## config.mk

```make
export PLATFORM = sky130hd
export DESIGN_NAME = tbl_mirror_unit
export DESIGN_NICKNAME = d
export VERILOG_FILES = /design/src/rtl/tmu_pkg.sv /design/src/rtl/tmu_arb.sv /design/src/rtl/tmu_wslot.sv /design/src/rtl/tmu_rdpipe.sv /design/src/rtl/tbl_mirror_unit.sv
export SDC_FILE = /design/constraint.sdc
export NUM_CORES = 1
export LEC_CHECK = 0
export BUFFER_PORTS_ARGS = -buffer_cell sky130_fd_sc_hd__buf_2
export CAP_MARGIN = 20
export CORE_MARGIN = 2
export CORE_UTILIZATION = 40
export CTS_BUF_LIST = sky130_fd_sc_hd__clkbuf_2 sky130_fd_sc_hd__clkbuf_4 sky130_fd_sc_hd__clkbuf_8
export CTS_CLUSTER_DIAMETER = 120
export CTS_CLUSTER_SIZE = 30
export DETAILED_ROUTE_END_ITERATION = 10
export PLACE_DENSITY = 0.83
export SLEW_MARGIN = 25
export SYNTH_ARGS = -nofsm -noshare
export SYNTH_HDL_FRONTEND = slang
export SYNTH_HIERARCHICAL = 1
export SYNTH_SLANG_ARGS = --single-unit
```

## constraint.sdc

```tcl
create_clock -name clk -period 2 [get_ports clk]
set_clock_uncertainty 0.05 [all_clocks]
set_input_delay 0 -clock clk [delete_from_list [all_inputs] [get_ports clk]]
set_output_delay 0 -clock clk [all_outputs]
set_load 0.01 [all_outputs]
```

## src/rtl/tmu_pkg.sv

```systemverilog
package tmu_pkg;
  typedef enum logic {
    SRC_CPU = 1'b0,
    SRC_SE  = 1'b1
  } src_e;
endpackage

```

## src/rtl/tmu_arb.sv

```systemverilog
module tmu_arb
  import tmu_pkg::*;
#(
  parameter int AW = 6,
  parameter int DW = 16
) (
  input  logic          clk,
  input  logic          rst_sn,
  input  logic          cpu_req,
  input  logic          cpu_we,
  input  logic [AW-1:0] cpu_addr,
  input  logic [DW-1:0] cpu_wdata,
  input  logic          se_req,
  input  logic          se_we,
  input  logic [AW-1:0] se_addr,
  input  logic [DW-1:0] se_wdata,
  input  logic          slot_vld,
  input  logic [AW-1:0] slot_addr,
  input  logic          a_free,
  input  logic          b_free,
  output logic          cpu_ack,
  output logic          se_ack,
  output src_e          win_src,
  output logic [AW-1:0] win_addr,
  output logic [DW-1:0] win_wdata,
  output logic          wr_accept,
  output logic          wr_issue,
  output logic          rd_go,
  output logic          rd_sel_b
);
  logic any_req, win_we, rd_a_ok, rd_b_ok, hazard, take;

  always_comb begin
    any_req   = cpu_req | se_req;
    win_src   = se_req ? SRC_SE : SRC_CPU;
    win_we    = se_req ? se_we    : cpu_we;
    win_addr  = se_req ? se_addr  : cpu_addr;
    win_wdata = se_req ? se_wdata : cpu_wdata;
    wr_issue  = slot_vld & a_free & b_free;
    rd_a_ok   = a_free & ~wr_issue;
    rd_b_ok   = b_free & ~wr_issue;
    hazard    = slot_vld && (slot_addr == win_addr);
    wr_accept = any_req & win_we & ~slot_vld;
    rd_go     = any_req & ~win_we & ~hazard & (rd_a_ok | rd_b_ok);
    rd_sel_b  = ~rd_a_ok;
    take      = wr_accept | rd_go;
    se_ack    = take & (win_src == SRC_SE);
    cpu_ack   = take & (win_src == SRC_CPU);
  end


  ack_onehot_chk: assert property (@(posedge clk) disable iff (!rst_sn)
    $onehot0({cpu_ack, se_ack}));


  se_first_chk: assert property (@(posedge clk) disable iff (!rst_sn)
    (cpu_req && se_req) |-> !cpu_ack);


  no_stale_chk: assert property (@(posedge clk) disable iff (!rst_sn)
    (slot_vld && se_req && !se_we && se_addr == slot_addr) |-> !se_ack);
endmodule

```

## src/rtl/tmu_wslot.sv

```systemverilog
module tmu_wslot #(
  parameter int AW = 6,
  parameter int DW = 16
) (
  input  logic          clk,
  input  logic          rst_sn,
  input  logic          load,
  input  logic [AW-1:0] ld_addr,
  input  logic [DW-1:0] ld_data,
  input  logic          issue,
  output logic          slot_vld,
  output logic [AW-1:0] slot_addr,
  output logic [DW-1:0] slot_data
);
  logic vld_nxt;

  always_comb begin
    vld_nxt = slot_vld;
    if (issue) vld_nxt = 1'b0;
    if (load)  vld_nxt = 1'b1;
  end

  always_ff @(posedge clk or negedge rst_sn) begin
    if (!rst_sn) slot_vld <= 1'b0;
    else         slot_vld <= vld_nxt;
  end

  always_ff @(posedge clk) begin
    if (load) begin
      slot_addr <= ld_addr;
      slot_data <= ld_data;
    end
  end


  held_chk: assert property (@(posedge clk) disable iff (!rst_sn)
    (slot_vld && !issue) |=> (slot_vld && $stable(slot_addr) && $stable(slot_data)));


  no_overwrite_chk: assert property (@(posedge clk) disable iff (!rst_sn)
    load |-> !slot_vld);
endmodule

```

## src/rtl/tmu_rdpipe.sv

```systemverilog
module tmu_rdpipe
  import tmu_pkg::*;
#(
  parameter int DW = 16
) (
  input  logic          clk,
  input  logic          rst_sn,
  input  logic          rd_go,
  input  src_e          rd_src,
  input  logic          rd_sel_b,
  input  logic [DW-1:0] a_rdata,
  input  logic [DW-1:0] b_rdata,
  output logic          rsp_valid,
  output src_e          rsp_src,
  output logic [DW-1:0] rsp_data
);
  logic          p1_vld, p1_vld_nxt, rsp_vld_nxt;
  src_e          p1_src;
  logic          p1_selb;
  logic [DW-1:0] data_nxt;

  always_comb begin
    p1_vld_nxt  = rd_go;
    rsp_vld_nxt = p1_vld;
    data_nxt    = p1_selb ? b_rdata : a_rdata;
  end

  always_ff @(posedge clk or negedge rst_sn) begin
    if (!rst_sn) begin
      p1_vld    <= 1'b0;
      rsp_valid <= 1'b0;
    end else begin
      p1_vld    <= p1_vld_nxt;
      rsp_valid <= rsp_vld_nxt;
    end
  end

  always_ff @(posedge clk) begin
    if (rd_go) begin
      p1_src  <= rd_src;
      p1_selb <= rd_sel_b;
    end
    if (p1_vld) begin
      rsp_src  <= p1_src;
      rsp_data <= data_nxt;
    end
  end


  rsp_lat_chk: assert property (@(posedge clk) disable iff (!rst_sn)
    rd_go |-> ##2 rsp_valid);


  rsp_tag_chk: assert property (@(posedge clk) disable iff (!rst_sn)
    rd_go |-> ##2 (rsp_src == $past(rd_src, 2)));
endmodule

```

## src/rtl/tbl_mirror_unit.sv

```systemverilog
module tbl_mirror_unit
  import tmu_pkg::*;
#(
  parameter int AW = 6,
  parameter int DW = 16
) (
  input  logic          clk,
  input  logic          rst_n,
  input  logic          cpu_req,
  input  logic          cpu_we,
  input  logic [AW-1:0] cpu_addr,
  input  logic [DW-1:0] cpu_wdata,
  output logic          cpu_ack,
  input  logic          se_req,
  input  logic          se_we,
  input  logic [AW-1:0] se_addr,
  input  logic [DW-1:0] se_wdata,
  output logic          se_ack,
  input  logic          bka_free,
  output logic          bka_en,
  output logic          bka_we,
  output logic [AW-1:0] bka_addr,
  output logic [DW-1:0] bka_wdata,
  input  logic [DW-1:0] bka_rdata,
  input  logic          bkb_free,
  output logic          bkb_en,
  output logic          bkb_we,
  output logic [AW-1:0] bkb_addr,
  output logic [DW-1:0] bkb_wdata,
  input  logic [DW-1:0] bkb_rdata,
  output logic          rsp_valid,
  output logic          rsp_src,
  output logic [DW-1:0] rsp_data
);
  logic [1:0]    rst_pipe;
  logic          rst_sn;
  logic          slot_vld, wr_accept, wr_issue, rd_go, rd_sel_b;
  logic [AW-1:0] slot_addr, win_addr;
  logic [DW-1:0] slot_data, win_wdata;
  src_e          win_src, rsp_src_e;

  always_ff @(posedge clk or negedge rst_n) begin
    if (!rst_n) rst_pipe <= 2'b00;
    else        rst_pipe <= {rst_pipe[0], 1'b1};
  end
  assign rst_sn = rst_pipe[1];

  tmu_arb #(.AW(AW), .DW(DW)) u_arb (
    .clk(clk), .rst_sn(rst_sn),
    .cpu_req(cpu_req), .cpu_we(cpu_we), .cpu_addr(cpu_addr), .cpu_wdata(cpu_wdata),
    .se_req(se_req), .se_we(se_we), .se_addr(se_addr), .se_wdata(se_wdata),
    .slot_vld(slot_vld), .slot_addr(slot_addr),
    .a_free(bka_free), .b_free(bkb_free),
    .cpu_ack(cpu_ack), .se_ack(se_ack),
    .win_src(win_src), .win_addr(win_addr), .win_wdata(win_wdata),
    .wr_accept(wr_accept), .wr_issue(wr_issue),
    .rd_go(rd_go), .rd_sel_b(rd_sel_b)
  );

  tmu_wslot #(.AW(AW), .DW(DW)) u_wslot (
    .clk(clk), .rst_sn(rst_sn),
    .load(wr_accept), .ld_addr(win_addr), .ld_data(win_wdata),
    .issue(wr_issue),
    .slot_vld(slot_vld), .slot_addr(slot_addr), .slot_data(slot_data)
  );

  tmu_rdpipe #(.DW(DW)) u_rdpipe (
    .clk(clk), .rst_sn(rst_sn),
    .rd_go(rd_go), .rd_src(win_src), .rd_sel_b(rd_sel_b),
    .a_rdata(bka_rdata), .b_rdata(bkb_rdata),
    .rsp_valid(rsp_valid), .rsp_src(rsp_src_e), .rsp_data(rsp_data)
  );

  always_comb begin
    bka_en    = wr_issue | (rd_go & ~rd_sel_b);
    bkb_en    = wr_issue | (rd_go &  rd_sel_b);
    bka_we    = wr_issue;
    bkb_we    = wr_issue;
    bka_addr  = wr_issue ? slot_addr : win_addr;
    bkb_addr  = wr_issue ? slot_addr : win_addr;
    bka_wdata = slot_data;
    bkb_wdata = slot_data;
    rsp_src   = rsp_src_e;
  end


  a_free_chk: assert property (@(posedge clk) disable iff (!rst_sn)
    bka_en |-> bka_free);


  b_free_chk: assert property (@(posedge clk) disable iff (!rst_sn)
    bkb_en |-> bkb_free);


  one_bank_read_chk: assert property (@(posedge clk) disable iff (!rst_sn)
    (rd_go) |-> $onehot({bka_en, bkb_en}));


  mirror_chk: assert property (@(posedge clk) disable iff (!rst_sn)
    (bka_en && bka_we) |-> (bkb_en && bkb_we));
endmodule

```

# Word level (Yosys, flattened, before mapping)
# Cells that the tools add are included.
# classes
n_addsub	0
mul	0
div_mod_pow	0
magnitude_cmp	0
n_eq_ne	1
shifts	0
n_mux	8
n_bitwise	24
reduce_logical	2
# ops
op	count
16-bit 2-to-1 mux	2
1-bit bitwise AND	13
6-bit 2-to-1 mux	2
6-bit == test	1
1-bit inverter	6
1-bit bitwise OR	5
1-bit 2-to-1 mux	4
2-bit nonzero test	1
1-bit logical AND	1
# totals
register_bits	46
latch_bits	0
mem_bits_rw	0
mem_bits_ro	0
mem_count	0

# Depth between registers and ports, before layout
# Gate-level depths: netlist of run 1.
# depth
word_depth	8
ltp_mapped	6
depth_no_buf	5

# By module
# The synthesis of run 1 kept the hierarchy.
# by_module_without_submodules
module	instances	cells_per_inst	area_each_um2	seq_area_each_um2
tmu_rdpipe	1	39	869.6	620.6
tmu_wslot	1	25	696.9	685.7
tmu_arb	1	49	475.5	0.0
tbl_mirror_unit	1	36	349.1	50.0

# Least setup slack after synthesis of run 1
# No wires, ideal clock.
# synth_path
kind	register to output
startpoint	register u_wslot.slot_vld
endpoint	output port cpu_ack
t_arrival_ps	2053
slack_ps	-103
stages_incl_launch_ff	4
n_path_buf	0
cell_sequence	dfrtp_1 > nor3_2 > nor4_2 > a211oi_1
# synth_between
word_cells_on_any_way	14
# synth_rtl
item	line_no	text
start: declaration	tmu_wslot.sv:11	output logic slot_vld,
start signal: assignment	tmu_wslot.sv:25	else slot_vld <= vld_nxt;
1-bit inverter	tmu_arb.sv:43	wr_accept = any_req & win_we & ~slot_vld;
1-bit bitwise AND	tmu_arb.sv:43	
net wr_accept	tbl_mirror_unit.sv:37	logic slot_vld, wr_accept, wr_issue, rd_go, rd_sel_b;
1-bit bitwise OR	tmu_arb.sv:46	take = wr_accept | rd_go;
1-bit bitwise AND	tmu_arb.sv:48	cpu_ack = take & (win_src == SRC_CPU);
end: declaration	tbl_mirror_unit.sv:13	output logic cpu_ack,
# The timed path passes the listed nets, and every way through them passes these cells.

# Worst setup path after layout of run 1
# layout_path
startpoint	input port cpu_addr[1]
endpoint	output port bkb_addr[1]
# layout_between
elab_chain_cells	2
# layout_lines
item	line_no	text
start: declaration	tbl_mirror_unit.sv:11	input logic [AW-1:0] cpu_addr,
6-bit 2-to-1 mux	tmu_arb.sv:37	win_addr = se_req ? se_addr : cpu_addr;
net win_addr[1]	tbl_mirror_unit.sv:38	logic [AW-1:0] slot_addr, win_addr;
6-bit 2-to-1 mux	tbl_mirror_unit.sv:80	bkb_addr = wr_issue ? slot_addr : win_addr;
end: declaration	tbl_mirror_unit.sv:28	output logic [AW-1:0] bkb_addr,
# The timed path passes the listed nets, and every way through them passes these cells.

==> out/qor.yml, run 1 <==
worst_setup_path:
  path_class: "primary input to output port"
  worst_setup_path_start_kind: "primary input"
  crit_path_end_kind: "output port"
  cp_data_arrival_time_ps: 1870
  path_cells: "dlygate4sd3_1 -> buf_2 -> mux2i_2 -> dlygate4sd3_1 -> inv_1 -> mux2_4 -> buf_2"
  crit_fanout: 2
  crit_path_max_incr_delay_ps: 580
  worst_path_max_delay_cell: "dlygate4sd3_1"
  cp.required_ps: 1950
clocking:
  cts-root-buf: "clkbuf_8"
  cts_buffer_depth: 2
  h-tree-depth: 2
  clk_pin_slew_ps: 80
  clk_latency_ps: 290
  numClockSinks: 46
  cts_buffers: 5
  postCtsSetupRepairBufs: 0
  cts_tree: "built"
drt:
  drtIter0Drc: 68
  vias: 1927
  post_drt_wl_per_cell_um: 13.38
  firstDrtPassIters: 4
  ant_nets: 0
  vias_per_cell: 4.471
  drc: 0
  drt-total-wl_mm: 5.765
floorplanning:
  start_util: 0.4087
  core_sq_um: 5851
  dieArea_sq_um: 6612
  rows: 28
  die_height_um: 81.32
  io_pins: 152
  die_x_um: 81.32
global_routing:
  antenna_found_initial: 0
  grt_pass1_wl_mm: 8.583
  grt_max_degree: 19
  gr-total-overflow: 0
  grt_pass1_vias: 1979
  grtUsageTotal: 0.1729
place:
  routabilityCongestion: 0.6948
  post_dp_cell_area_sq_um: 3032
  place.port_buffers: 151
  dp_hpwl_mm: 3.811
synthesis:
  synth_area_leaders: "edfxtp_1, mux2_4, mux2_2"
  synth_top_area_frac: 0.5149
  synth_compound_area_frac: 0.02093
  yosys.area_share.xor_xnor: 0.02198
  synth-main-ff-cell: "edfxtp_1"
  syn_area_sq_um: 2391
  synth_edf_count: 41
  muxShareOfSynthArea: 0.2407
  ys_seq_elements: 46
  synth_top_family_by_area: "multiplexers"
  syn-num-nets: 233
  yosysUniqueCellTypes: 30
  synthCells: 149
  avgSynthCellArea_sq_um: 16.05
  synth_top_cell_by_area: "edfxtp_1"
  ys_async_sr_fraction: 0.1087
  yosys.area_share.adder: 0
  seq_area_frac_synth: 0.5672
  yosys_warnings: 6
  synth-simple-area-share: 0.03401
run:
  maxCapViolCount: 0
sta:
  slew_headroom: 0.5477
  finalCritPeriodShare: 0.9619
  maxSlewViolCount: 0
  hold-worst-slack_ps: -9.410
  rsz0062_at_grt: "false"
  final_hold_viol_count: 1
  fin_setup_tns_ps: 0
  setup_violations: 0
  fin_crit_ps: 1924
  tightestPinTransition_ps: 678.4
  fmax_mhz: 519.8
outcome:
  status: "complete, but fails checks"
  violations: "hold timing"
finish:
  multi_input_area_sq_um: 773.2
  drive_above_1_share: 0.6011
  area_delta_synth_final_pct: 61.80
  regArea_sq_um: 1356
  antenna_cells: 0
  nets: 440
  nFillCells: 417
  fin_area_sq_um: 3869
power:
  ir_drop_mv: 0.3979
  power_density_nw_per_um2: 716.9
  leakage_nw: 1.773
min_path:
  hold_path.class: "flop to asynchronous set/reset pin"
## cell families after synthesis
family | count (synthesis)
mux | 45
xor+xnor | 6
compound gates | 7
buf+inv | 33
other cells | 1
simple gates | 11
flops | 46
## metrics by stage
step	instances	utilization	worst slack, ps	hold slack, ps	power [mW]
after CTS	431	0.6612	83.90	2.206	2.786
after floorplan	149	-	251.5	-345.6	1.780
final	431	0.6612	76.16	-9.410	2.773
after global placement	351	0.5182	243.7	-262.7	1.984
after detailed placement	351	0.5182	191.7	-262.5	2.002
after global routing	431	0.6612	8.497	5.453	2.933
## where the power goes
group          leakage [nW]  internal (mW)  total, mW  switching (mW)
combinational          1.28          0.490      0.872           0.382
clock                0.0517          0.361      0.643           0.282
sequential            0.441           1.20       1.26          0.0577
total                  1.77           2.05       2.77           0.722
## cells in the mapped netlist (2+ instances only)
master    number
a21o_2         2
buf_4         24
buf_6          4
dfrtp_1        5
edfxtp_1      41
inv_1          3
mux2_2        24
mux2_4        18
nand2_1        2
nor2_1         2
xnor2_1        4
xor2_1         2
## metal layers
metal	track usage	vias up	part of all wire
li1	-	931	-
met1	0.1710	890	0.35
met2	0.3475	98	0.56
met3	0.04444	8	0.079
met4	0.04746	0	0.012
met5	0	-	0
## layout make-up
type | instances | share of cell area
Clock buffer | 5 | 0.01779
Clock inverter | 2 | 0.008732
Inverter | 3 | 0.002911
Multi-Input combinational cell | 70 | 0.1999
Sequential cell | 46 | 0.3506
Tap cell | 75 | 0.02426
Timing Repair Buffer | 230 | 0.3959
## worst max-delay path: cells and delay by family
kind / cells / cell delay [ps]
buffers and inverters: 5 / 1440
multiplexers: 2 / 450
## flip-flops by register name (all words and copies together), names as in the netlist, 2 cells and up
name               cells
u_wslot/slot_addr      6
u_rdpipe/rsp_data     16
u_wslot/slot_data     16
rst_pipe               2
## cells in the final DEF (no fill, tap or decap), drive strengths merged
master	count
nor2	3
a211oi	1
o21ai	1
clkinv	1
a21oi	1
xor2	2
and3	1
and4	1
clkbuf	5
bufinv	1
nor4	1
buf	157
a21boi	1
xnor2	4
dlygate4sd3	73
conb	1
nor4b	1
inv	3
nand2	2
nor3	2
mux2i	2
dfrtp	5
a21o	3
mux2	43
edfxtp	41
## final timing paths
path | startpoint | to | slack, ps | depth (start not counted)
setup / recovery | cpu_addr[1] | bkb_addr[1] | 80 | 7
max in group asynchronous | rst_n | rst_pipe[0]$_DFF_PN0_ | 1270 | 3
hold / removal | rst_pipe[1]$_DFF_PN0_ | u_wslot/slot_vld$_DFFE_PN0P_ | -9 | 0
setup reg to reg | u_rdpipe/p1_selb$_DFFE_PP_ | u_rdpipe/rsp_data[0]$_DFFE_PP_ | 180 | 3
min in group clk | cpu_addr[0] | u_wslot/slot_addr[0]$_DFFE_PP_ | 10 | 2
hold reg to reg | rst_pipe[1]$_DFF_PN0_ | u_wslot/slot_vld$_DFFE_PN0P_ | -9 | 0
## timing repair
action	in CTS	in global routing
hold buffers	73	0
resized for setup	1	0
hold endpoints to repair	38	0
setup endpoints to repair	1	0
No activity file was read; power rests on OpenSTA's default activity.
==> inputs of run 2 (changes only) <==
--- a/config.mk
+++ b/config.mk
@@ -8,12 +8,12 @@
 export BUFFER_PORTS_ARGS = -buffer_cell sky130_fd_sc_hd__buf_2
 export CAP_MARGIN = 20
 export CORE_MARGIN = 2
-export CORE_UTILIZATION = 40
+export CORE_UTILIZATION = 39
 export CTS_BUF_LIST = sky130_fd_sc_hd__clkbuf_2 sky130_fd_sc_hd__clkbuf_4 sky130_fd_sc_hd__clkbuf_8
 export CTS_CLUSTER_DIAMETER = 120
 export CTS_CLUSTER_SIZE = 30
 export DETAILED_ROUTE_END_ITERATION = 10
-export PLACE_DENSITY = 0.83
+export PLACE_DENSITY = 0.81
 export SLEW_MARGIN = 25
 export SYNTH_ARGS = -nofsm -noshare
 export SYNTH_HDL_FRONTEND = slang
==> out/qor.yml, run 2 (synthesized netlist as in run 1, its figures left out) <==
outcome:
  status: "completed"
floorplanning:
  core_sq_um: 5921
  dieArea_sq_um: 6773
  rows: 28
  die_height_um: 82.30
  die_x_um: 82.30
  start_util: 0.4038
  io_pins: 152
drt:
  post_drt_wl_per_cell_um: 14.66
  wl_met3_um: 459
  drtIter0Drc: 89
  vias_per_cell: 4.580
  ant_nets: 0
  drt-total-wl_mm: 6.346
  vias: 1983
  firstDrtPassIters: 4
  routed.top_layer: "met4"
  dr_wl_met2_mm: 3.671
  wl_met1_mm: 2.135
  drc: 0
worst_setup_path:
  cp-endpoint: "u_rdpipe/rsp_data[2]$_DFFE_PP_"
  crit_path_end_kind: "flop"
  cp.depth: 3
  crit_fanout: 16
  cp.required_ps: 1990
  critPathTopFamily: "buffers and inverters"
  r2r_end: "u_rdpipe/rsp_data[2]$_DFFE_PP_"
  worst_path_max_delay_cell: "dlygate4sd3_1"
  worstReg2RegStart: "u_rdpipe/p1_selb$_DFFE_PP_"
  worstRegToRegCells: 3
  critical_path.startpoint: "u_rdpipe/p1_selb$_DFFE_PP_"
  path_class: "flop to flop"
  worstPathBufferInverterCount: 2
  path_cells: "buf_4 -> mux2_2 -> dlygate4sd3_1"
  cp_data_arrival_time_ps: 1850
  worst_setup_path_start_kind: "flop"
  crit_path_max_incr_delay_ps: 560
  regToRegSetupSlack_ps: 150
clocking:
  h-tree-depth: 2
  numClockSinks: 46
  cts_tree: "built"
  cts_buffer_depth: 2
  cts_buffers: 5
  cts-root-buf: "clkbuf_8"
  clk_latency_ps: 290
  postCtsSetupRepairBufs: 0
  clk_pin_slew_ps: 80
place:
  place.port_buffers: 151
  post_dp_cell_area_sq_um: 3039
  dpl.cell_count: 352
  dp_slack_ps: 222.5
  routabilityCongestion: 0.7187
  dp_hpwl_mm: 3.927
power:
  ir_drop_mv: 0.3494
  p_switching_mw: 0.7593
  combPwrFrac: 0.324
  power_density_nw_per_um2: 703.8
  sequentialPowerShare: 0.462
  p_int_mw: 1.970
  leakage_nw: 1.775
  clkPwrFrac: 0.213
  swShare: 0.2782
min_path:
  hold_path.class: "primary input to flop"
sta:
  fin_setup_tns_ps: 0
  rsz0062_at_grt: "false"
  final_hold_viol_count: 0
  tightestPinTransition_ps: 748.3
  hold-worst-slack_ps: 6.649
  fmax_mhz: 539.3
  fin_ws_ps: 145.6
  fin_crit_ps: 1854
  slew_headroom: 0.5011
  setup_violations: 0
  finalCritPeriodShare: 0.9272
  maxSlewViolCount: 0
finish:
  area_delta_synth_final_pct: 62.17
  reg_top3: "u_rdpipe/rsp_data x16, u_wslot/slot_data x16, u_wslot/slot_addr x6"
  final_cell_mix: "buf_2, dlygate4sd3_1, edfxtp_1"
  drive_above_1_share: 0.6089
  final_common_cell: "buf_2"
  finalNonFillerCells: 433
  nets: 441
  antenna_cells: 0
  fin_area_sq_um: 3877
run:
  maxCapViolCount: 0
global_routing:
  antenna_found_initial: 0
  grt_max_degree: 19
  grt_pass1_vias: 2047
  gr-total-overflow: 0
  grt_pass1_wl_mm: 9.135
  grtUsageTotal: 0.1841
## run 2: cell count changes in the layout (fill, tap and decap cells not counted)
cell,before,now
clkinv_1,1,0
bufinv_16,1,0
clkbuf_4,0,2
buf_4,6,7
nor3_1,1,0
nor3_2,0,1
clkinvlp_4,0,1
a21boi_4,0,1
a21boi_2,1,0
## run 2: cell type report
type / count / area [sq um]
tap: 75 / 93.84
multi-input combinational: 70 / 785.8
fill: 454 / 2043
clock inverter: 1 / 7.507
inverter: 3 / 11.26
sequential: 46 / 1356
timing repair buffer: 231 / 1539
clock buffer: 7 / 83.83
## run 2: metal layers
metal  vias to the layer above  GRT usage
met5                         -          0
met4                         0    0.06500
met3                         9    0.05000
met2                        99     0.3766
met1                       942     0.1689
li1                        933          -
## run 2: worst min path at each step
stage / start / end / slack, ps / depth (start not counted)
after CTS: cpu_addr[5] / u_wslot/slot_addr[5]$_DFFE_PP_ / 2 / 2
after global routing: cpu_addr[2] / u_wslot/slot_addr[2]$_DFFE_PP_ / 8 / 2
after detailed placement: rst_n / rst_pipe[1]$_DFF_PN0_ / -260 / 1
final: cpu_addr[1] / u_wslot/slot_addr[1]$_DFFE_PP_ / 7 / 3
after global placement: rst_n / rst_pipe[0]$_DFF_PN0_ / -260 / 1
after floorplan: rst_n / rst_pipe[0]$_DFF_PN0_ / -350 / 0
## run 2: power by group through the flow
stage          sequential, mW  combinational, mW  clock (mW)
2_1_floorplan            1.33              0.453           0
3_3_place_gp             1.27              0.714           0
3_5_place_dp             1.28              0.726           0
4_1_cts                  1.26              0.873       0.597
5_1_grt                  1.28              0.960       0.650
6_report                 1.26              0.885       0.583
## run 2: metrics by stage
stage	util	total power, mW
2_1_floorplan	-	1.780
3_3_place_gp	0.5133	1.988
3_5_place_dp	0.5133	2.010
4_1_cts	0.6528	2.732
5_1_grt	0.6549	2.887
6_report	0.6549	2.729
## run 2: repair_timing
| item | 4_1_cts | 5_1_grt |
|---|---|---|
| endpoints found under the hold margin | 41 | 0 |
| hold buffers | 73 | 0 |
| setup endpoints to repair | 2 | 1 |
| gates resized for setup | 1 | 2 |
| pin swaps | 0 | 0 |
## run 2: tightest hold or removal path: cells and delay by family
| family | cells | cell delay [ps] |
|---|---|---|
| mux | 1 | 70 |
| buf+inv | 2 | 170 |
